===== src/rtl/dmac_pkg.sv =====
package dmac_pkg;
  localparam int CH_W   = 2;
  localparam int NCH    = 1 << CH_W;
  localparam int DATA_W = 8;
  localparam int CNT_W  = 2 * DATA_W;
  localparam int PAGE_W = 8;
  localparam int PHYS_W = CNT_W + PAGE_W;
  localparam int IDX_W  = 5;

  localparam logic [IDX_W-1:0] IDX_STATUS  = 5'h08;
  localparam logic [IDX_W-1:0] IDX_MASK1   = 5'h09;
  localparam logic [IDX_W-1:0] IDX_MODE    = 5'h0A;
  localparam logic [IDX_W-1:0] IDX_CLRBP   = 5'h0B;
  localparam logic [IDX_W-1:0] IDX_MCLR    = 5'h0C;
  localparam logic [IDX_W-1:0] IDX_CLRMASK = 5'h0D;

  localparam logic [1:0] DIR_TO_MEM   = 2'b01;
  localparam logic [1:0] DIR_FROM_MEM = 2'b10;
  localparam logic [1:0] XMODE_SINGLE = 2'b01;

  typedef enum logic {XF_IDLE, XF_BUSY} xf_state_e;

  function automatic logic [CNT_W-1:0] addr_step(input logic [CNT_W-1:0] a);
    return a + 1'b1;
  endfunction

  function automatic logic [CNT_W-1:0] cnt_step(input logic [CNT_W-1:0] c);
    return c - 1'b1;
  endfunction

  function automatic logic cnt_last(input logic [CNT_W-1:0] c);
    return c == '0;
  endfunction

  function automatic logic mode_runs(input logic [1:0] xmode, input logic [1:0] dir);
    return (xmode == XMODE_SINGLE) && ((dir == DIR_TO_MEM) || (dir == DIR_FROM_MEM));
  endfunction

  function automatic logic [PHYS_W-1:0] phys_addr(input logic [PAGE_W-1:0] page,
                                                  input logic [CNT_W-1:0] a,
                                                  input logic word);
    if (word) return {page[PAGE_W-1:1], a, 1'b0};
    else      return {page, a};
  endfunction
endpackage


===== src/rtl/dmac_chan.sv =====
module dmac_chan
  import dmac_pkg::*;
(
  input  logic              clk,
  input  logic              rst_n,
  input  logic              mclr_i,
  input  logic              ld_addr_lo_i,
  input  logic              ld_addr_hi_i,
  input  logic              ld_cnt_lo_i,
  input  logic              ld_cnt_hi_i,
  input  logic              ld_page_i,
  input  logic              ld_mode_i,
  input  logic              mask_set_i,
  input  logic              mask_clr_i,
  input  logic              step_i,
  input  logic              status_rd_i,
  input  logic [DATA_W-1:0] wdata_i,
  output logic [CNT_W-1:0]  addr_o,
  output logic [CNT_W-1:0]  cnt_o,
  output logic [PAGE_W-1:0] page_o,
  output logic              mask_o,
  output logic              run_ok_o,
  output logic              to_mem_o,
  output logic              tc_o,
  output logic              tc_hit_o
);
  logic [CNT_W-1:0]  addr_q, cnt_q;
  logic [PAGE_W-1:0] page_q;
  logic [1:0]        xmode_q, dir_q;
  logic              mask_q, tc_q;
  logic              tc_hit;

  assign tc_hit = step_i && cnt_last(cnt_q);

  always_ff @(posedge clk) begin
    if (!rst_n)             addr_q <= '0;
    else if (ld_addr_lo_i)  addr_q[DATA_W-1:0] <= wdata_i;
    else if (ld_addr_hi_i)  addr_q[CNT_W-1:DATA_W] <= wdata_i;
    else if (step_i)        addr_q <= addr_step(addr_q);
  end

  always_ff @(posedge clk) begin
    if (!rst_n)             cnt_q <= '0;
    else if (ld_cnt_lo_i)   cnt_q[DATA_W-1:0] <= wdata_i;
    else if (ld_cnt_hi_i)   cnt_q[CNT_W-1:DATA_W] <= wdata_i;
    else if (step_i)        cnt_q <= cnt_step(cnt_q);
  end

  always_ff @(posedge clk) begin
    if (!rst_n)          page_q <= '0;
    else if (ld_page_i)  page_q <= wdata_i;
  end

  always_ff @(posedge clk) begin
    if (!rst_n) begin
      xmode_q <= '0;
      dir_q   <= '0;
    end else if (ld_mode_i) begin
      xmode_q <= wdata_i[7:6];
      dir_q   <= wdata_i[3:2];
    end
  end

  always_ff @(posedge clk) begin
    if (!rst_n)                                mask_q <= 1'b1;
    else if (mclr_i || tc_hit || mask_set_i)   mask_q <= 1'b1;
    else if (mask_clr_i)                       mask_q <= 1'b0;
  end

  always_ff @(posedge clk) begin
    if (!rst_n)       tc_q <= 1'b0;
    else if (mclr_i)  tc_q <= 1'b0;
    else              tc_q <= (tc_q && !status_rd_i) || tc_hit;
  end

  assign addr_o   = addr_q;
  assign cnt_o    = cnt_q;
  assign page_o   = page_q;
  assign mask_o   = mask_q;
  assign run_ok_o = !mask_q && mode_runs(xmode_q, dir_q);
  assign to_mem_o = (dir_q == DIR_TO_MEM);
  assign tc_o     = tc_q;
  assign tc_hit_o = tc_hit;

  assert_tc_selfmask_R4: assert property (@(posedge clk) disable iff (!rst_n)
    tc_hit && !mclr_i |=> mask_q && !run_ok_o);

  assert_tc_kept_R10: assert property (@(posedge clk) disable iff (!rst_n)
    tc_hit && !mclr_i |=> tc_q);

  assert_page_fixed_R7: assert property (@(posedge clk) disable iff (!rst_n)
    !ld_page_i |=> $stable(page_q));
endmodule


===== src/rtl/dmac_prio.sv =====
module dmac_prio #(
  parameter int N  = 4,
  localparam int IW = (N > 1) ? $clog2(N) : 1
) (
  input  logic [N-1:0]  req_i,
  output logic          valid_o,
  output logic [IW-1:0] idx_o
);
  always_comb begin
    idx_o = '0;
    for (int i = N - 1; i >= 0; i--) begin
      if (req_i[i]) idx_o = IW'(i);
    end
  end
  assign valid_o = |req_i;
endmodule


===== src/rtl/dmac_xfer.sv =====
module dmac_xfer
  import dmac_pkg::*;
(
  input  logic            clk,
  input  logic            rst_n,
  input  logic            mclr_i,
  input  logic            grant_valid_i,
  input  logic [CH_W-1:0] grant_idx_i,
  input  logic            mem_ack_i,
  output logic            busy_o,
  output logic [CH_W-1:0] cur_ch_o,
  output logic [NCH-1:0]  step_o,
  output logic [NCH-1:0]  dack_o
);
  xf_state_e       state_q;
  logic [CH_W-1:0] cur_q;
  logic            done;

  assign done = (state_q == XF_BUSY) && mem_ack_i && !mclr_i;

  always_ff @(posedge clk) begin
    if (!rst_n) begin
      state_q <= XF_IDLE;
      cur_q   <= '0;
    end else begin
      case (state_q)
        XF_IDLE: if (grant_valid_i && !mclr_i) begin
          state_q <= XF_BUSY;
          cur_q   <= grant_idx_i;
        end
        XF_BUSY: if (mclr_i || mem_ack_i) state_q <= XF_IDLE;
        default: state_q <= XF_IDLE;
      endcase
    end
  end

  assign busy_o   = (state_q == XF_BUSY);
  assign cur_ch_o = cur_q;
  assign step_o   = done ? (NCH'(1) << cur_q) : '0;
  assign dack_o   = busy_o ? (NCH'(1) << cur_q) : '0;

  assert_req_hold_R13: assert property (@(posedge clk) disable iff (!rst_n)
    busy_o && !mem_ack_i && !mclr_i |=> busy_o && $stable(cur_q));

  assert_dack_onehot_R11: assert property (@(posedge clk) disable iff (!rst_n)
    $onehot0(dack_o) && ((dack_o != '0) == busy_o));
endmodule


===== src/rtl/legacy_dma4.sv =====
module legacy_dma4
  import dmac_pkg::*;
#(
  parameter bit WORD_MODE = 1'b0,
  localparam int SH = WORD_MODE ? 1 : 0,
  localparam int AW = IDX_W + SH
) (
  input  logic              clk,
  input  logic              rst_n,
  input  logic [AW-1:0]     io_addr,
  input  logic              io_wr,
  input  logic              io_rd,
  input  logic [DATA_W-1:0] io_wdata,
  output logic [DATA_W-1:0] io_rdata,
  input  logic [NCH-1:0]    dreq,
  output logic [NCH-1:0]    dack,
  output logic              mem_req,
  output logic [PHYS_W-1:0] mem_addr,
  output logic              mem_write,
  input  logic              mem_ack
);
  logic [IDX_W-1:0] idx;
  logic             is_ac, is_page, ac_cnt, ac_access;
  logic [CH_W-1:0]  ac_ch, pg_ch, wd_ch;
  logic             mclr_wr, clrbp_wr, clrmask_wr, mask1_wr, mode_wr, status_rd;
  logic             bp_q;

  logic [CNT_W-1:0]  addr_v [NCH];
  logic [CNT_W-1:0]  cnt_v  [NCH];
  logic [PAGE_W-1:0] page_v [NCH];
  logic [NCH-1:0]    mask_vec, run_ok_vec, to_mem_vec, tc_vec, tc_hit_vec, step_vec;
  logic [NCH-1:0]    eligible, run_ok_d;
  logic              grant_valid, busy;
  logic [CH_W-1:0]   grant_idx, cur_ch;
  logic [CNT_W-1:0]  rd_word;

  assign idx        = io_addr[AW-1:SH];
  assign is_ac      = (idx[IDX_W-1:CH_W+1] == '0);
  assign ac_ch      = idx[CH_W:1];
  assign ac_cnt     = idx[0];
  assign is_page    = (idx[IDX_W-1:CH_W] == 3'b100);
  assign pg_ch      = idx[CH_W-1:0];
  assign wd_ch      = io_wdata[CH_W-1:0];
  assign ac_access  = (io_wr || io_rd) && is_ac;
  assign mclr_wr    = io_wr && (idx == IDX_MCLR);
  assign clrbp_wr   = io_wr && (idx == IDX_CLRBP);
  assign clrmask_wr = io_wr && (idx == IDX_CLRMASK);
  assign mask1_wr   = io_wr && (idx == IDX_MASK1);
  assign mode_wr    = io_wr && (idx == IDX_MODE);
  assign status_rd  = io_rd && (idx == IDX_STATUS);

  always_ff @(posedge clk) begin
    if (!rst_n)                   bp_q <= 1'b0;
    else if (mclr_wr || clrbp_wr) bp_q <= 1'b0;
    else if (ac_access)           bp_q <= !bp_q;
  end

  for (genvar n = 0; n < NCH; n++) begin : g_ch
    logic sel_ac, sel_pg, sel_wd;
    assign sel_ac = io_wr && is_ac && (ac_ch == CH_W'(n));
    assign sel_pg = io_wr && is_page && (pg_ch == CH_W'(n));
    assign sel_wd = (wd_ch == CH_W'(n));

    dmac_chan u_chan (
      .clk          (clk),
      .rst_n        (rst_n),
      .mclr_i       (mclr_wr),
      .ld_addr_lo_i (sel_ac && !ac_cnt && !bp_q),
      .ld_addr_hi_i (sel_ac && !ac_cnt &&  bp_q),
      .ld_cnt_lo_i  (sel_ac &&  ac_cnt && !bp_q),
      .ld_cnt_hi_i  (sel_ac &&  ac_cnt &&  bp_q),
      .ld_page_i    (sel_pg),
      .ld_mode_i    (mode_wr && sel_wd),
      .mask_set_i   (mask1_wr && sel_wd && io_wdata[2]),
      .mask_clr_i   (clrmask_wr || (mask1_wr && sel_wd && !io_wdata[2])),
      .step_i       (step_vec[n]),
      .status_rd_i  (status_rd),
      .wdata_i      (io_wdata),
      .addr_o       (addr_v[n]),
      .cnt_o        (cnt_v[n]),
      .page_o       (page_v[n]),
      .mask_o       (mask_vec[n]),
      .run_ok_o     (run_ok_vec[n]),
      .to_mem_o     (to_mem_vec[n]),
      .tc_o         (tc_vec[n]),
      .tc_hit_o     (tc_hit_vec[n])
    );
  end

  assign eligible = dreq & run_ok_vec;

  dmac_prio #(.N(NCH)) u_prio (
    .req_i   (eligible),
    .valid_o (grant_valid),
    .idx_o   (grant_idx)
  );

  dmac_xfer u_xfer (
    .clk           (clk),
    .rst_n         (rst_n),
    .mclr_i        (mclr_wr),
    .grant_valid_i (grant_valid),
    .grant_idx_i   (grant_idx),
    .mem_ack_i     (mem_ack),
    .busy_o        (busy),
    .cur_ch_o      (cur_ch),
    .step_o        (step_vec),
    .dack_o        (dack)
  );

  assign mem_req   = busy;
  assign mem_addr  = phys_addr(page_v[cur_ch], addr_v[cur_ch], WORD_MODE);
  assign mem_write = to_mem_vec[cur_ch];

  always_comb begin
    io_rdata = '0;
    rd_word  = ac_cnt ? cnt_v[ac_ch] : addr_v[ac_ch];
    if (is_ac)                    io_rdata = bp_q ? rd_word[CNT_W-1:DATA_W] : rd_word[DATA_W-1:0];
    else if (idx == IDX_STATUS)   io_rdata = {{(DATA_W-NCH){1'b0}}, tc_vec};
    else if (is_page)             io_rdata = page_v[pg_ch];
  end

  always_ff @(posedge clk) begin
    if (!rst_n) run_ok_d <= '0;
    else        run_ok_d <= run_ok_vec;
  end

  assert_grant_unmasked_R6: assert property (@(posedge clk) disable iff (!rst_n)
    $rose(mem_req) |-> run_ok_d[cur_ch]);

  assert_mclr_state_R8: assert property (@(posedge clk) disable iff (!rst_n)
    mclr_wr |=> (&mask_vec) && !bp_q && (tc_vec == '0) && !mem_req);

  assert_clrmask_R9: assert property (@(posedge clk) disable iff (!rst_n)
    clrmask_wr && (tc_hit_vec == '0) |=> (mask_vec == '0));

  assert_one_tc_R4: assert property (@(posedge clk) disable iff (!rst_n)
    $onehot0(tc_hit_vec));
endmodule


===== config.mk =====
export PLATFORM = sky130hd
export DESIGN_NAME = legacy_dma4
export DESIGN_NICKNAME = d
export VERILOG_FILES = /design/src/rtl/dmac_pkg.sv /design/src/rtl/dmac_chan.sv /design/src/rtl/dmac_prio.sv /design/src/rtl/dmac_xfer.sv /design/src/rtl/legacy_dma4.sv
export SDC_FILE = /design/constraint.sdc
export NUM_CORES = 1
export LEC_CHECK = 0
export ABC_AREA = 1
export BUFFER_PORTS_ARGS = -buffer_cell sky130_fd_sc_hd__buf_2
export CAP_MARGIN = 15
export CORE_MARGIN = 3
export CORE_UTILIZATION = 55
export DETAILED_ROUTE_END_ITERATION = 8
export PLACE_DENSITY = 0.72
export SYNTH_ARGS = -nofsm -noshare
export SYNTH_HDL_FRONTEND = slang
export SYNTH_HIERARCHICAL = 1
export SYNTH_SLANG_ARGS = --single-unit

===== constraint.sdc =====
create_clock -name clk -period 3.02 [get_ports clk]
set_input_delay 0.151 -clock clk [delete_from_list [all_inputs] [get_ports clk]]
set_output_delay 0.151 -clock clk [all_outputs]
set_load 0.01 [all_outputs]

==> results.ini, run 1 <==
[routing]
dr_total_vias=15900
drtPass1Iterations=6
first_iter_violations=2043
remaining_drc_errors=0
avgViaCountPerCell=5.97
drt-total-wl_um=52800
wire_per_inst_um=19.9
ant_nets=0

[logic_synthesis]
synth_cells=2284
synth_fp_nets=2318
synth.avg_cell_area_um2=5.91
synth_warnings=6
netlist_area_mm2=0.0135

[grt]
grt_pass1_vias=14200
met3_usage=0.0643
use_met1=0.523
track_usage=0.391
top_usage_layer=met2
overflow=0
grt_max_degree=61
grt_pass1_wl_um=80200
antenna_found_initial=0
use_met2=0.615

[clock_tree]
clkTransAtPathRegs_ns=0.09
cts_tree=done
clockBufferDepth=2
cts_root_buf=clkbuf_16
htree_levels=4
cts.sinks=188
cts-buffers-inserted=17
clk_latency_ns=0.46
postCtsSetupRepairBufs=0

[critical_path]
crit_arrival_ns=2.47
critPathCaptureType=output port
critPathKind=reg -> out
critPathRequiredTime_ns=2.87
crit_path_max_fanout=26
r2r_slack_ns=0.52
critPathLaunchType=flop

[floorplan]
core_area_mm2=0.0238
die-area_mm2=0.0265
die_h_um=163
start_util=0.567
rows=56
die_x_um=163
io_pins=60

[sta]
slew_viol_final=0
fin_crit_sh=0.867
rsz0062_at_grt=false
timing.setup.tns_ns=0
max_freq_ghz=0.382
fin_skew_ns=0.0213
tightest_slew_ns=1.02
slew_headroom=0.319
hold_viol=0
fin_crit_ns=2.62
finalSetupViolations=0

[placed_design]
dp.cells=2627
place_area_mm2=0.0142
numPortBuffers=59
place.gp.congestion=1.00
hpwlAfterDp_um=38400

[final_layout]
final_nets=2362
syn2layout_area_growth_pct=9.70
diodes=0
final_layout_size_suffix_gt1_frac=0.115
fin_area_mm2=0.0148
final_core_util=0.622
layout.cells.non_filler=2660
fillerInstances=2372

[hold_path]
hold_class=in -> reg

[run]
drv_cap=0

[pwr]
peakVddDrop_v=0.000277
p_per_area_mw_per_mm2=370
p_leak_nw=6.54

[status]
status=complete, no violations

power by group:
| group | switching, mW | internal (mW) |
|---|---|---|
| registers | 0.0210 | 2.49 |
| logic | 0.401 | 0.127 |
| clock network | 1.29 | 1.15 |
| total | 1.71 | 3.77 |
layer usage:
metal | routed length (um) | part of all wire
met4 | 2680 | 0.051
met3 | 5300 | 0.10
met1 | 21400 | 0.41
met2 | 23400 | 0.44
met5 | 0 | 0
per-stage QoR:
stage	total power [mW]	hold WS, ns	setup WS, ns
2_1_floorplan	2.86	0.272	0.942
3_3_place_gp	3.07	0.449	0.208
3_5_place_dp	3.07	0.451	0.178
4_1_cts	5.48	0.0666	0.484
5_1_grt	5.63	0.0925	0.198
6_report	5.48	0.0784	0.401
final timing paths:
kind | from | to | cells past startpoint
worst max-delay path | u_xfer/cur_ch_o[1] | mem_addr[6] | 4
worst min-delay path | rst_n | g_ch[0].u_chan/cnt_o[15] | 3
worst max register to register | bp_q | g_ch[2].u_chan/cnt_o[5] | 10
worst min register to register | g_ch[2].u_chan/tc_o | g_ch[2].u_chan/tc_o | 2
state kept, by name, summed over array words and instances, names as in the netlist:
signal	cells
g_ch.u_chan/cnt_o	64
g_ch.u_chan/dir_q	8
bp_q	1
g_ch.u_chan/addr_o	64
g_ch.u_chan/xmode_q	8
u_xfer/cur_ch_o	2
g_ch.u_chan/tc_o	4
u_xfer/busy_o	1
g_ch.u_chan/page_o	32
g_ch.u_chan/mask_o	4
cells in the final DEF, fill, tap and decap left out, types with 25 or more instances in the layout:
cell and count:
nor2_2 30, buf_4 56, o21ai_0 159, inv_1 180
a31oi_1 36, nand4_1 25, nand2_1 752, buf_2 59
nand3_1 137, a21oi_1 167, nor2_1 257, dfxtp_1 187
o22ai_1 29
worst max-delay path, cell delays in order, from the launching register on:
cell and delay, ns:
dfxtp_1 0.42, inv_1 0.74, o21ai_0 0.22, o22ai_1 0.40, buf_2 0.22
cell type report:
type,instances,area (um2),share of cell area
timing repair buffer,116,726,0.0490
clock buffer,17,425,0.0287
multi-input combinational,1803,8540,0.576
tap,319,399,0.0269
clock inverter,15,204,0.0138
sequential,188,3760,0.254
inverter,202,758,0.0512
what timing repair did:
item	4_1_cts	5_1_grt
endpoints found under the hold margin	1	0
resized for setup	0	0
hold buffers	1	0
Note: power is estimated with default switching activity, not from simulation.
==> run 2, diff against run 1 <==
--- a/config.mk
+++ b/config.mk
@@ -5,13 +5,13 @@
 export SDC_FILE = /design/constraint.sdc
 export NUM_CORES = 1
 export LEC_CHECK = 0
-export ABC_AREA = 1
+export ABC_AREA = 0
 export BUFFER_PORTS_ARGS = -buffer_cell sky130_fd_sc_hd__buf_2
 export CAP_MARGIN = 15
 export CORE_MARGIN = 3
 export CORE_UTILIZATION = 55
 export DETAILED_ROUTE_END_ITERATION = 8
-export PLACE_DENSITY = 0.72
+export PLACE_DENSITY = 0.73
 export SYNTH_ARGS = -nofsm -noshare
 export SYNTH_HDL_FRONTEND = slang
 export SYNTH_HIERARCHICAL = 1
==> results.ini, run 2 <==
[status]
status=complete, no violations

[sta]
rsz0062_at_grt=false
fin_skew_ns=0.0137  ; -0.00758 ns
worst_slack_ns=0.483  ; +0.0822 ns
tightest_slew_ns=0.868  ; -0.150 ns
hold_viol=0  ; unchanged
slew_viol_final=0  ; unchanged
fin_crit_sh=0.840  ; -0.0272
fin_crit_ns=2.54  ; -0.0822 ns
slew_headroom=0.417  ; +0.0981
timing.setup.tns_ns=0  ; unchanged
finalSetupViolations=0  ; unchanged
max_freq_ghz=0.394  ; +3.2%

[clock_tree]
clockBufferDepth=2  ; unchanged
clkTransAtPathRegs_ns=0.08  ; about the same
cts.sinks=188  ; unchanged
holdBufCountCts=0  ; -1
htree_levels=4  ; unchanged
cts-buffers-inserted=17  ; unchanged
postCtsSetupRepairBufs=0  ; unchanged
cts.repair.resized=0  ; unchanged
clk_latency_ns=0.45  ; about the same
cts_root_buf=clkbuf_16
cts_tree=done

[logic_synthesis]
synth_fp_nets=1509  ; -35%
synth_warnings=6  ; unchanged
netlist_area_mm2=0.0127  ; -5.9%
synth_cells=1475  ; -35%
synth.avg_cell_area_um2=8.61  ; +46%

[routing]
wire_per_inst_um=24.1  ; +21%
first_iter_violations=1630  ; -20%
dr_total_vias=12600  ; -21%
drt-total-wl_um=43500  ; -18%
ant_nets=0  ; unchanged
avgViaCountPerCell=6.98  ; +17%
remaining_drc_errors=0  ; unchanged
drtPass1Iterations=6  ; unchanged

[critical_path]
critPathLaunchType=flop
crit_arrival_ns=2.89  ; +0.42 ns
crit_path_max_fanout=11  ; -58%
startpoint=bp_q
r2r-start=bp_q
critPathKind=reg -> reg
crit_chain=nand4_1 -> nor2_1 -> buf_4 -> nand2b_1 -> nor3_1 -> xnor2_1 -> a211oi_1
critPathCaptureType=flop
critPathMaxStageDelay_ns=0.59  ; -0.15 ns
slowest_stage=nor2_1
critPathRequiredTime_ns=3.38  ; +0.51 ns

[grt]
track_usage=0.345  ; -0.0451
antenna_found_initial=0  ; unchanged
grt_pass1_vias=11400  ; -20%
overflow=0  ; unchanged
grt_pass1_wl_um=66600  ; -17%
grt_max_degree=78  ; +28%

[pwr]
peakVddDrop_v=0.000329  ; +19%
combPwrFrac=0.085  ; -0.011
p_sw_mw=1.59  ; -7.5%
sequentialPowerShare=0.475  ; +0.017
netSwitchingFraction=0.295  ; -0.0178
p_per_area_mw_per_mm2=386  ; +4.2%
pwr-share-clk=0.439  ; -0.006
p_int_mw=3.80  ; +0.67%
p_leak_nw=4.90  ; -25%

[final_layout]
final_cell_mix=187 x dfxtp_1, 166 x nor2_1, 106 x nand2_1, 71 x mux2i_1, 70 x a21oi_1
syn2layout_area_growth_pct=9.75  ; about the same
layout_commonest_cell=dfxtp_1
fin_area_mm2=0.0139  ; -5.9%
final_nets=1548  ; -34%
final_layout_size_suffix_gt1_frac=0.162  ; +0.0464
diodes=0  ; unchanged

[floorplan]
die_h_um=158  ; -2.9%
die-area_mm2=0.0250  ; -5.7%
core_area_mm2=0.0222  ; -6.7%
rows=54  ; -3.6%
die_x_um=158  ; -2.9%
io_pins=60  ; unchanged
start_util=0.572  ; +0.00474

[placed_design]
hpwlAfterDp_um=29800  ; -22%
numPortBuffers=59  ; unchanged
place.gp.congestion=0.986  ; -1.8%
place_area_mm2=0.0133  ; -6.0%
preCtsSetupSlack_ns=0.254  ; +0.0763 ns

[run]
drv_cap=0  ; unchanged

[hold_path]
hold_class=in -> reg
holdCritStartpoint=mem_ack

==> run 2: per-layer routing <==
layer / global-route usage / vias up / routed length [um] / share of wire
li1: - / 5652 / - / -
met2: 0.529 / 807 / 19100 / 0.44
met4: 0.122 / 0 / 1690 / 0.039
met3: 0.0686 / 122 / 4980 / 0.11
met1: 0.489 / 6038 / 17700 / 0.41
met5: 0 / - / 0 / 0
==> run 2: worst max-delay path, delay by kind of cell (launching register included) <==
| kind | cells | cell delay [ns] |
|---|---|---|
| and+or+nand+nor | 4 | 1.30 |
| buffers and inverters | 1 | 0.30 |
| AOI/OAI and AO/OA | 1 | 0.24 |
| xor gates and xnor gates | 1 | 0.13 |
| DFF | 1 | 0.48 |
==> run 2: power by group through the flow <==
| stage | logic [mW] | registers (mW) | clock network (mW) |
|---|---|---|---|
| detailed placement | 0.443 | 2.61 | 0 |
| global placement | 0.439 | 2.61 | 0 |
| CTS | 0.446 | 2.55 | 2.39 |
| finish | 0.459 | 2.56 | 2.36 |
| global route | 0.482 | 2.56 | 2.49 |
| floorplan | 0.269 | 2.59 | 0 |
==> run 2: final timing paths <==
| check | end | slack [ns] | cells after the start |
|---|---|---|---|
| max | g_ch[1].u_chan/addr_o[6] | 0.48 | 7 |
| min | u_xfer/busy_o | 0.02 | 3 |
| max reg2reg | g_ch[1].u_chan/addr_o[6] | 0.48 | 7 |
| min reg2reg | g_ch[3].u_chan/tc_o | 0.48 | 2 |
==> run 2: area by class of cell <==
cell class	count	area (um2)
inverters	51	191
flip-flops and latches	188	3760
fillers	1934	8280
clock buffers	17	425
repair buffers	106	661
multi-input cells	1150	8360
clock inverters	15	191
well taps	280	350
==> run 2: stage by stage <==
stage / total power [mW] / hold slack, ns / utilization / cells
finish: 5.38 / 0.0219 / 0.627 / 1807
global route: 5.53 / 0.0253 / 0.627 / 1807
CTS: 5.39 / 0.0131 / 0.627 / 1807
detailed placement: 3.06 / 0.466 / 0.600 / 1775
global placement: 3.05 / 0.464 / 0.600 / 1775
floorplan: 2.86 / 0.281 / - / 1475
